<file path="config.mk">
export PLATFORM = sky130hd
export DESIGN_NAME = disk_xfer_seq
export DESIGN_NICKNAME = d
export VERILOG_FILES = /design/src/rtl/dxs_pkg.sv /design/src/rtl/dxs_taskfile.sv /design/src/rtl/dxs_gap_timer.sv /design/src/rtl/dxs_ctrl.sv /design/src/rtl/disk_xfer_seq.sv
export SDC_FILE = /design/constraint.sdc
export NUM_CORES = 1
export LEC_CHECK = 0
export BUFFER_PORTS_ARGS = -buffer_cell sky130_fd_sc_hd__buf_2
export CELL_PAD_IN_SITES_DETAIL_PLACEMENT = 1
export CELL_PAD_IN_SITES_GLOBAL_PLACEMENT = 1
export CORE_MARGIN = 2
export CORE_UTILIZATION = 43
export DETAILED_ROUTE_END_ITERATION = 12
export HOLD_SLACK_MARGIN = 0.15
export PLACE_DENSITY = 0.87
export SLEW_MARGIN = 5
export SYNTH_ARGS = -nofsm -noshare
export SYNTH_HDL_FRONTEND = slang
export SYNTH_HIERARCHICAL = 1
export SYNTH_SLANG_ARGS = --single-unit
</file>
<file path="constraint.sdc">
create_clock -name clk -period 2.6 [get_ports clk]
set_input_delay 0.13 -clock clk [delete_from_list [all_inputs] [get_ports clk]]
set_output_delay 0.13 -clock clk [all_outputs]
set_load 0.005 [all_outputs]
</file>
<file path="src/rtl/dxs_pkg.sv">
package dxs_pkg;

  typedef enum logic [1:0] {
    ST_IDLE  = 2'd0,
    ST_ISSUE = 2'd1,
    ST_WAIT  = 2'd2,
    ST_GAP   = 2'd3
  } seq_state_e;

  localparam logic [2:0] OFF_COUNT  = 3'd2;
  localparam logic [2:0] OFF_SECTOR = 3'd3;
  localparam logic [2:0] OFF_CYL_LO = 3'd4;
  localparam logic [2:0] OFF_CYL_HI = 3'd5;
  localparam logic [2:0] OFF_SDH    = 3'd6;
  localparam logic [2:0] OFF_CMD    = 3'd7;

  localparam logic [3:0] OP_READ  = 4'h2;
  localparam logic [3:0] OP_WRITE = 4'h3;

  // bytes per sector for the two-bit size code
  function automatic int sector_bytes(input logic [1:0] code);
    case (code)
      2'd0:    return 256;
      2'd1:    return 512;
      2'd2:    return 1024;
      default: return 128;
    endcase
  endfunction

  // linear block address from geometry
  function automatic logic [63:0] calc_lba(input logic [15:0] cyl,
                                           input logic [2:0]  head,
                                           input logic [7:0]  sec,
                                           input int          heads,
                                           input int          spt);
    logic [63:0] track;
    track = 64'(cyl) * 64'(heads) + 64'(head);
    return track * 64'(spt) + 64'(sec);
  endfunction

endpackage

</file>
<file path="src/rtl/dxs_taskfile.sv">
module dxs_taskfile
  import dxs_pkg::*;
#(
  parameter int SEC_MAX = 32
) (
  input  logic        clk,
  input  logic        rst_n,
  input  logic        wr_en,
  input  logic [2:0]  addr,
  input  logic [7:0]  wdata,
  input  logic        cnt_dec,
  input  logic        sec_inc,
  output logic [7:0]  count_q,
  output logic [7:0]  sector_q,
  output logic [15:0] cyl_q,
  output logic [7:0]  sdh_q,
  output logic [7:0]  cmd_q,
  output logic [7:0]  rdata,
  output logic        xfer_ok,
  output logic        sec_ok
);

  always_ff @(posedge clk) begin
    if (!rst_n) begin
      count_q  <= '0;
      sector_q <= '0;
      sdh_q    <= '0;
      cmd_q    <= '0;
    end else begin
      if (wr_en && addr == OFF_COUNT)  count_q  <= wdata;
      else if (cnt_dec)                count_q  <= count_q - 8'd1;
      if (wr_en && addr == OFF_SECTOR) sector_q <= wdata;
      else if (sec_inc)                sector_q <= sector_q + 8'd1;
      if (wr_en && addr == OFF_SDH)    sdh_q    <= wdata;
      if (wr_en && addr == OFF_CMD)    cmd_q    <= wdata;
    end
  end

  // cylinder bytes survive reset
  always_ff @(posedge clk) begin
    if (wr_en && addr == OFF_CYL_LO) cyl_q[7:0]  <= wdata;
    if (wr_en && addr == OFF_CYL_HI) cyl_q[15:8] <= wdata;
  end

  always_comb begin
    case (addr)
      OFF_COUNT:  rdata = count_q;
      OFF_SECTOR: rdata = sector_q;
      OFF_CYL_LO: rdata = cyl_q[7:0];
      OFF_CYL_HI: rdata = cyl_q[15:8];
      OFF_SDH:    rdata = sdh_q;
      OFF_CMD:    rdata = cmd_q;
      default:    rdata = '0;
    endcase
  end

  assign xfer_ok = (sdh_q[4:3] == 2'd0) && (sector_bytes(sdh_q[6:5]) == 256);
  assign sec_ok  = (sector_q <= 8'(SEC_MAX));

endmodule

</file>
<file path="src/rtl/dxs_gap_timer.sv">
module dxs_gap_timer #(
  parameter int GAP_CYC = 5000
) (
  input  logic clk,
  input  logic rst_n,
  input  logic start,
  output logic expire
);

  localparam int CYC   = (GAP_CYC < 1) ? 1 : GAP_CYC;
  localparam int CNT_W = (CYC < 2) ? 1 : $clog2(CYC);

  logic             running;
  logic [CNT_W-1:0] cnt;

  assign expire = running && (cnt == CNT_W'(CYC - 1));

  always_ff @(posedge clk) begin
    if (!rst_n) begin
      running <= 1'b0;
      cnt     <= '0;
    end else if (start) begin
      running <= 1'b1;
      cnt     <= '0;
    end else if (expire) begin
      running <= 1'b0;
    end else if (running) begin
      cnt <= cnt + 1'b1;
    end
  end

endmodule

</file>
<file path="src/rtl/dxs_ctrl.sv">
module dxs_ctrl
  import dxs_pkg::*;
(
  input  logic       clk,
  input  logic       rst_n,
  input  logic       cmd_accept,
  input  logic       cmd_busy,
  input  logic [3:0] op_nib,
  input  logic       multi,
  input  logic       xfer_ok,
  input  logic       sec_ok,
  input  logic [7:0] count_q,
  input  logic       sector_done,
  input  logic       gap_expire,
  output logic       busy,
  output logic       xfer_start,
  output logic       xfer_write,
  output logic       done_irq,
  output logic       req_fail,
  output logic       overrun,
  output logic       gap_start,
  output logic       cnt_dec,
  output logic       sec_inc
);

  seq_state_e state;
  logic       is_xfer, go_on, wait_done;

  assign is_xfer   = (op_nib == OP_READ) || (op_nib == OP_WRITE);
  assign wait_done = (state == ST_WAIT) && sector_done;
  assign go_on     = (count_q - 8'd1) > 8'd1;
  assign cnt_dec   = wait_done && multi;
  assign sec_inc   = cnt_dec && go_on;
  assign gap_start = sec_inc;

  always_ff @(posedge clk) begin
    if (!rst_n) begin
      state      <= ST_IDLE;
      busy       <= 1'b0;
      xfer_start <= 1'b0;
      xfer_write <= 1'b0;
      done_irq   <= 1'b0;
      req_fail   <= 1'b0;
      overrun    <= 1'b0;
    end else begin
      xfer_start <= 1'b0;
      done_irq   <= 1'b0;
      if (cmd_busy) overrun <= 1'b1;
      case (state)
        ST_IDLE: if (cmd_accept) begin
          state    <= ST_ISSUE;
          busy     <= 1'b1;
          req_fail <= 1'b0;
          overrun  <= 1'b0;
        end
        ST_ISSUE: if (is_xfer && xfer_ok && sec_ok) begin
          state      <= ST_WAIT;
          xfer_start <= 1'b1;
          xfer_write <= (op_nib == OP_WRITE);
        end else begin
          state    <= ST_IDLE;
          busy     <= 1'b0;
          done_irq <= 1'b1;
          req_fail <= is_xfer;
        end
        ST_WAIT: if (sector_done) begin
          if (sec_inc) begin
            state <= ST_GAP;
          end else begin
            state    <= ST_IDLE;
            busy     <= 1'b0;
            done_irq <= 1'b1;
          end
        end
        ST_GAP: if (gap_expire) state <= ST_ISSUE;
        default: state <= ST_IDLE;
      endcase
    end
  end

endmodule

</file>
<file path="src/rtl/disk_xfer_seq.sv">
module disk_xfer_seq
  import dxs_pkg::*;
#(
  parameter int CLK_HZ   = 50_000_000,
  parameter int DELAY_US = 100,
  parameter int HEADS    = 8,
  parameter int SPT      = 32,
  parameter int SEC_MAX  = 32,
  parameter int LBA_W    = 32
) (
  input  logic             clk,
  input  logic             rst_n,
  input  logic             bus_we,
  input  logic [2:0]       bus_addr,
  input  logic [7:0]       bus_wdata,
  output logic [7:0]       bus_rdata,
  input  logic             sector_done,
  output logic             busy,
  output logic             xfer_start,
  output logic             xfer_is_write,
  output logic [LBA_W-1:0] lba,
  output logic             done_irq,
  output logic             req_fail,
  output logic             cmd_overrun
);

  localparam int GAP_CYC = (CLK_HZ / 1000) * DELAY_US / 1000;

  logic        wr_en, cmd_accept, cmd_busy;
  logic        cnt_dec, sec_inc, gap_start, gap_expire;
  logic        xfer_ok, sec_ok;
  logic [7:0]  count_q, sector_q, sdh_q, cmd_q;
  logic [15:0] cyl_q;
  logic [63:0] lba_full;

  assign wr_en      = bus_we && !busy;
  assign cmd_accept = wr_en && (bus_addr == OFF_CMD);
  assign cmd_busy   = bus_we && busy && (bus_addr == OFF_CMD);

  dxs_taskfile #(.SEC_MAX(SEC_MAX)) u_tf (
    .clk(clk), .rst_n(rst_n), .wr_en(wr_en), .addr(bus_addr),
    .wdata(bus_wdata), .cnt_dec(cnt_dec), .sec_inc(sec_inc),
    .count_q(count_q), .sector_q(sector_q), .cyl_q(cyl_q),
    .sdh_q(sdh_q), .cmd_q(cmd_q), .rdata(bus_rdata),
    .xfer_ok(xfer_ok), .sec_ok(sec_ok)
  );

  dxs_gap_timer #(.GAP_CYC(GAP_CYC)) u_gap (
    .clk(clk), .rst_n(rst_n), .start(gap_start), .expire(gap_expire)
  );

  dxs_ctrl u_ctrl (
    .clk(clk), .rst_n(rst_n), .cmd_accept(cmd_accept), .cmd_busy(cmd_busy),
    .op_nib(cmd_q[7:4]), .multi(cmd_q[2]), .xfer_ok(xfer_ok), .sec_ok(sec_ok),
    .count_q(count_q), .sector_done(sector_done), .gap_expire(gap_expire),
    .busy(busy), .xfer_start(xfer_start), .xfer_write(xfer_is_write),
    .done_irq(done_irq), .req_fail(req_fail), .overrun(cmd_overrun),
    .gap_start(gap_start), .cnt_dec(cnt_dec), .sec_inc(sec_inc)
  );

  assign lba_full = calc_lba(cyl_q, sdh_q[2:0], sector_q, HEADS, SPT);
  assign lba      = lba_full[LBA_W-1:0];

endmodule

</file>
---- Word-level counts from Yosys, hierarchy flattened ----
Cells that the tools add are included.
cells by class
  mux-type cells .......................... 30
  bitwise gates (word level) .............. 2
  $lt $le $gt $ge ......................... 2
  eq/ne operators ......................... 20
  $add $sub $neg .......................... 5
  reductions and logical operators ........ 33
operators by type and width
  cell                                                  number
  one-hot mux 8 bit (6 select lines)                    1
  one-hot mux 11 bit (3 select lines)                   1
  two-way mux 8 bit                                     4
  adder 25 x 8 -> 26 bit                                1
  adder 19 x 3 -> 20 bit                                1
  logical AND 1 bit                                     16
  two-way mux 1 bit                                     15
  adder 13 x 1 -> 13 bit, second input constant         1
  equality test 13 bit, second input constant           1
  equality test 3 bit, second input constant            4
  equality test 11 x 9 -> 1 bit, second input constant  1
  two-way mux 2 bit                                     5
  != test 2 bit, second input constant                  5
  adder 8 x 1 -> 8 bit, second input constant           1
  equality test 4 x 2 -> 1 bit, second input constant   2
  > comparator 8 x 1 -> 1 bit, second input constant    1
  <= comparator 8 x 6 -> 1 bit, second input constant   1
  one-hot mux 2 bit (4 select lines)                    1
  nonzero test 2 bit                                    4
  subtractor 8 x 1 -> 8 bit, second input constant      1
  equality test 2 bit, second input constant            3
  equality test 3 x 2 -> 1 bit, second input constant   2
  logical NOT 2 bit                                     3
  AND reduction 2 bit                                   3
  10 further kinds                                      14
storage, ports and cells
  logic and storage cells ................. 107
  register bits ........................... 70

---- Depth between registers and ports, before layout ----
  word-level depth ........................ 8
  mapped depth ............................ 9

---- Modules after synthesis ----
The synthesis kept the hierarchy.
modules (own cells, without submodules)
  module         area an instance (µm²)  sequential area each (µm²)  times used  cells each
  dxs_taskfile   2338.5                  1121.1                      1           243
  dxs_gap_timer  730.7                   280.3                       1           81
  disk_xfer_seq  510.5                   0.0                         1           73
  dxs_ctrl       473.0                   160.2                       1           51

---- Worst setup path before layout ----
OpenSTA, ideal clock, no wires.
  path kind ............................... flip-flop to flip-flop
  start ................................... register u_tf.sector_q[0]
  end ..................................... register u_ctrl.req_fail
  buffers on the path ..................... 0
  setup time .............................. 0.119 ns
  setup slack ............................. 0.439 ns
  data required time ...................... 2.481 ns
  data arrival time ....................... 2.042 ns
  stages on the path, launching flop included .. 9
  cells stage by stage .................... dfxtp_1 > inv_1 > ha_1 > or4b_2 > a211oi_1 > nand3b_1 > nor2_1 > nor2_1 > o221a_2
between the ends
  word-level cells in the longest chain between the ends .. 4
RTL lines
  item                           line                 RTL
  from (decl)                    dxs_taskfile.sv:14   output logic [7:0] sector_q,
  from (signal assigned)         dxs_taskfile.sv:32   if (wr_en && addr == OFF_SECTOR) sector_q <= wdata;
  from (signal assigned)         dxs_taskfile.sv:33   else if (sec_inc) sector_q <= sector_q + 8'd1;
  <= comparator 8 x 6 -> 1 bit   dxs_taskfile.sv:58   assign sec_ok = (sector_q <= 8'(SEC_MAX));
  via sec_ok                     disk_xfer_seq.sv:31  logic xfer_ok, sec_ok;
  logical AND 1 bit              dxs_ctrl.sv:56       ST_ISSUE: if (is_xfer && xfer_ok && sec_ok) begin
  != test 2 bit (no line)        --
  AND reduction 3 bit (no line)  --
  to (signal assigned)           dxs_ctrl.sv:64       req_fail <= is_xfer;
  to (decl)                      dxs_ctrl.sv:19       output logic req_fail,
The timed path passes the listed nets, and every way through them passes these cells.
A chain may end at the register's enable or synchronous reset.

---- Worst setup path in the final report ----
  start ................................... register u_tf.sector_q[5]
  end ..................................... output port lba[21]
between the ends
  word-level cells in the longest chain between the ends .. 1
RTL lines
  item                    line                 RTL
  adder 25 x 8 -> 26 bit  dxs_pkg.sv:38        return track * 64'(spt) + 64'(sec);
  to (decl)               disk_xfer_seq.sv:21  output logic [LBA_W-1:0] lba,
Every way passes these cells.

==> results.md <==
- DRT antenna net count: 0
- Setup Viol. Count Final: 0
- GR Overflow Total: 0
- Die ar.: 10220 sq um
- Vias: 3785
- Max frequency: 394.4 MHz
- Fin crit share: 97.52%
- Vias in the first global route: 3888
- # placed instances: 608
- Sequential fraction of the synthesis area: 38.53%
- Port Buffers: 53
- GR Util All Layers: 25.81%
- Critical Path Max Stage Delay: 470 ps
- Worst-margin pin slew: 790.9 ps
- CP top delay family: adder cells
- CORE AREA: 9196 sq um
- EDFF count, synth: 16
- Syn Inst Count: 448
- Multi-input gate area: 2326 sq um
- YS warnings: 6
- Final #Nets: 546
- Worst Path Buf+Inv: 2
- First-pass DRT Iterations: 5
- Commonest cells after routing, fill and taps aside: 56 x nand2_1, 53 x buf_2, 52 x dfxtp_1
- Clk pin slew, worst setup/hold paths: 80 ps
- Clock latency at the later pin of the worst-skew pair: 350 ps
- Initial DRC count: 222
- WL/cell: 20.04 um
- Layout cell share with drive strength beyond 1: 22.56%
- Drt drc: 0
- Initial Utilization: 44.07%
- Period minus WS final: 2535 ps
- Initial antenna violation count: 0
- WP data arrival: 2410 ps
- Pleak: 0.001874 uW
- Area after DPL: 4458 sq um
- Die width: 101.1 um
- Cell Area, Synth: 4053 sq um
- WP data required: 2470 ps
- Cell variety after synth: 69
- Antenna Cells: 0
- Worst IR Drop VDD: 0.3240 mV
- Total power divided by cell area: 538.9 nW/um^2
- Unrepaired setup endpoints after global routing: true
- Rel. slew slack: 47.22%
- Clock Path Buffers: 2
- Post-DP HPWL: 8804 um
- Fin worst setup slack: 64.56 ps
- TritonCTS Buffers: 9
- Routability Congestion: 0.8896
- Vert. Die Dim: 101.1 um
- P&R area growth vs syn: 19.51%
- Startpoint Class: register
- Worst min path class: primary input to register
- FFs w/ async S/R, synth: 0%
- Clock Sinks: 70
- Non-filler cells, final: 634
- Top-Level Pins: 61
- Commonest non-fill, non-tap cell in the layout: nand2_1
- Pins Over Slew Limit: 0
- Mean Syn Cell Area: 9.046 sq um
- Row count: 35
- DP Worst Slack: 112.2 ps
- Core Util, Final: 52.67%
- Final Cell Area: 4843 sq um
- Status: complete, no violations
- Largest net degree at the start of global routing: 30
- H-tree depth: 3
- DR vias/cell: 5.970
- Crit path cell chain: ha_2 -> inv_1 -> fa_2 -> nand2b_4 -> a2111o_1 -> nor2_1 -> xor2_1 -> buf_2
- # fillers: 1069
- Sequential cell area: 1567 sq um
- CP max FO: 6
- Critical path type: register to primary output
- Crit-path slowest cell: a2111o_1
- Post-synthesis register bit count: 70
- Global-route wire length before repair: 20370 um
- Endpoint class of the critical path: primary output
- Root buf cell: clkbuf_8
- Routed wire length: 12710 um
- Max Cap Viol: 0
- Hold Fails Final Rpt: 0
- CTS tree: done
- Final Skew: 10.97 ps
- Top FF cell, synth: dfxtp_1
[where the power goes]
group	internal (uW)	switching, uW	total [uW]	leakage (uW)
logic	114	164	278	0.00116
registers	1140	31.4	1170	0.000583
clock network	726	437	1160	0.000132
total	1980	632	2610	0.00187
[cells in the mapped netlist, types with 2 or more instances]
| cell | number | area (sq um) |
|---|---|---|
| inv_1 | 19 | 71.32 |
| nor4_1 | 6 | 37.54 |
| nor3_1 | 3 | 15.01 |
| ha_1 | 12 | 150.1 |
| nor2b_1 | 7 | 43.79 |
| a21o_1 | 2 | 15.01 |
| edfxtp_1 | 16 | 480.5 |
| and3_1 | 3 | 18.77 |
| o211ai_1 | 2 | 15.01 |
| nor3b_1 | 2 | 15.01 |
| o21ai_0 | 24 | 120.1 |
| nor2_1 | 17 | 63.81 |
| nand2_1 | 56 | 210.2 |
| or3_2 | 4 | 30.03 |
| xor2_1 | 11 | 96.34 |
| nand3b_1 | 3 | 22.52 |
| nand4b_1 | 2 | 17.52 |
| mux4_2 | 3 | 67.56 |
| and2_1 | 4 | 25.02 |
| clkbuf_1 | 8 | 30.03 |
| a221oi_1 | 2 | 17.52 |
| nand3_1 | 12 | 60.06 |
| buf_4 | 8 | 60.06 |
| a21oi_1 | 31 | 155.2 |
| a22oi_1 | 2 | 15.01 |
| o2bb2ai_1 | 2 | 17.52 |
| mux2_2 | 5 | 56.30 |
| a31oi_1 | 9 | 56.30 |
| nand4_2 | 2 | 25.02 |
| nand4_1 | 12 | 75.07 |
| xnor2_1 | 14 | 122.6 |
| a211oi_1 | 7 | 52.55 |
| and3b_1 | 2 | 17.52 |
| dfxtp_1 | 54 | 1081 |
| buf_1 | 6 | 22.52 |
| o31ai_1 | 8 | 60.06 |
| or3_1 | 6 | 37.54 |
| a22o_1 | 4 | 35.03 |
| buf_2 | 2 | 10.01 |
| mux2i_1 | 14 | 140.1 |
| nand2b_1 | 8 | 50.05 |
| or4_1 | 7 | 52.55 |
[registers in the layout, indices dropped and copies added, names as in the netlist, 2 cells and up]
name,cells
u_tf/cyl_q,16
u_gap/cnt,13
u_tf/cmd_q,8
u_tf/count_q,8
u_tf/sdh_q,8
u_tf/sector_q,8
u_ctrl/state,2
[logic make-up after synthesis]
| group | Yosys count | share of synthesized area [%] |
|---|---|---|
| multiplexers | 22 | 6.514 |
| buffers and inverters | 44 | 5.063 |
| AND/OR/NAND/NOR | 168 | 23.34 |
| adder cells (fa/ha/maj) | 13 | 4.199 |
| other | 1 | 0.09253 |
| AO/OA/AOI/OAI | 105 | 16.86 |
| flip-flops | 70 | 38.53 |
| XOR/XNOR | 25 | 5.403 |
[what timing repair did]
action                                 4_1_cts  5_1_grt
hold buffers                                 9        0
gates cloned                                 0        0
setup endpoints to repair                    2        5
endpoints found under the hold margin       34        0
buffers inserted                             0        1
pin swaps                                    1        1
gates resized for setup                      2        6
[stage by stage]
stage	hold slack, ps	setup TNS, ps	total power (uW)
floorplan	228.9	0	1348
global placement	417.1	0	1437
detailed placement	408.8	0	1450
CTS	188.5	0	2619
global route	219.5	-23.79	2695
finish	207.4	0	2610
[final timing paths]
path | start | endpoint | slack, ps | cells after the start
max | u_tf/sector_q[5] | lba[21] | 60 | 8
min | rst_n | u_gap/running | 210 | 2
max reg2reg | u_tf/sector_q[2] | u_ctrl/req_fail | 120 | 6
min reg2reg | u_tf/cmd_q[0] | u_tf/cmd_q[0] | 470 | 2
[metal layers]
layer | part of all wire (%) | routed length [um] | global-route usage (%)
met5 | 0 | 0 | 0
met4 | 3.2 | 401 | 11.02
met3 | 4.2 | 535 | 3.606
met2 | 52 | 6563 | 45.80
met1 | 41 | 5205 | 31.04
[layout make-up]
class / instances / share of cell area (%)
well taps: 111 / 2.867
clock buffers: 12 / 3.436
flip-flops and latches: 70 / 32.34
multi-input cells: 340 / 48.02
clock inverters: 4 / 2.041
repair buffers: 78 / 9.817
inverters: 19 / 1.472
No activity file was read; power rests on OpenSTA's default activity.
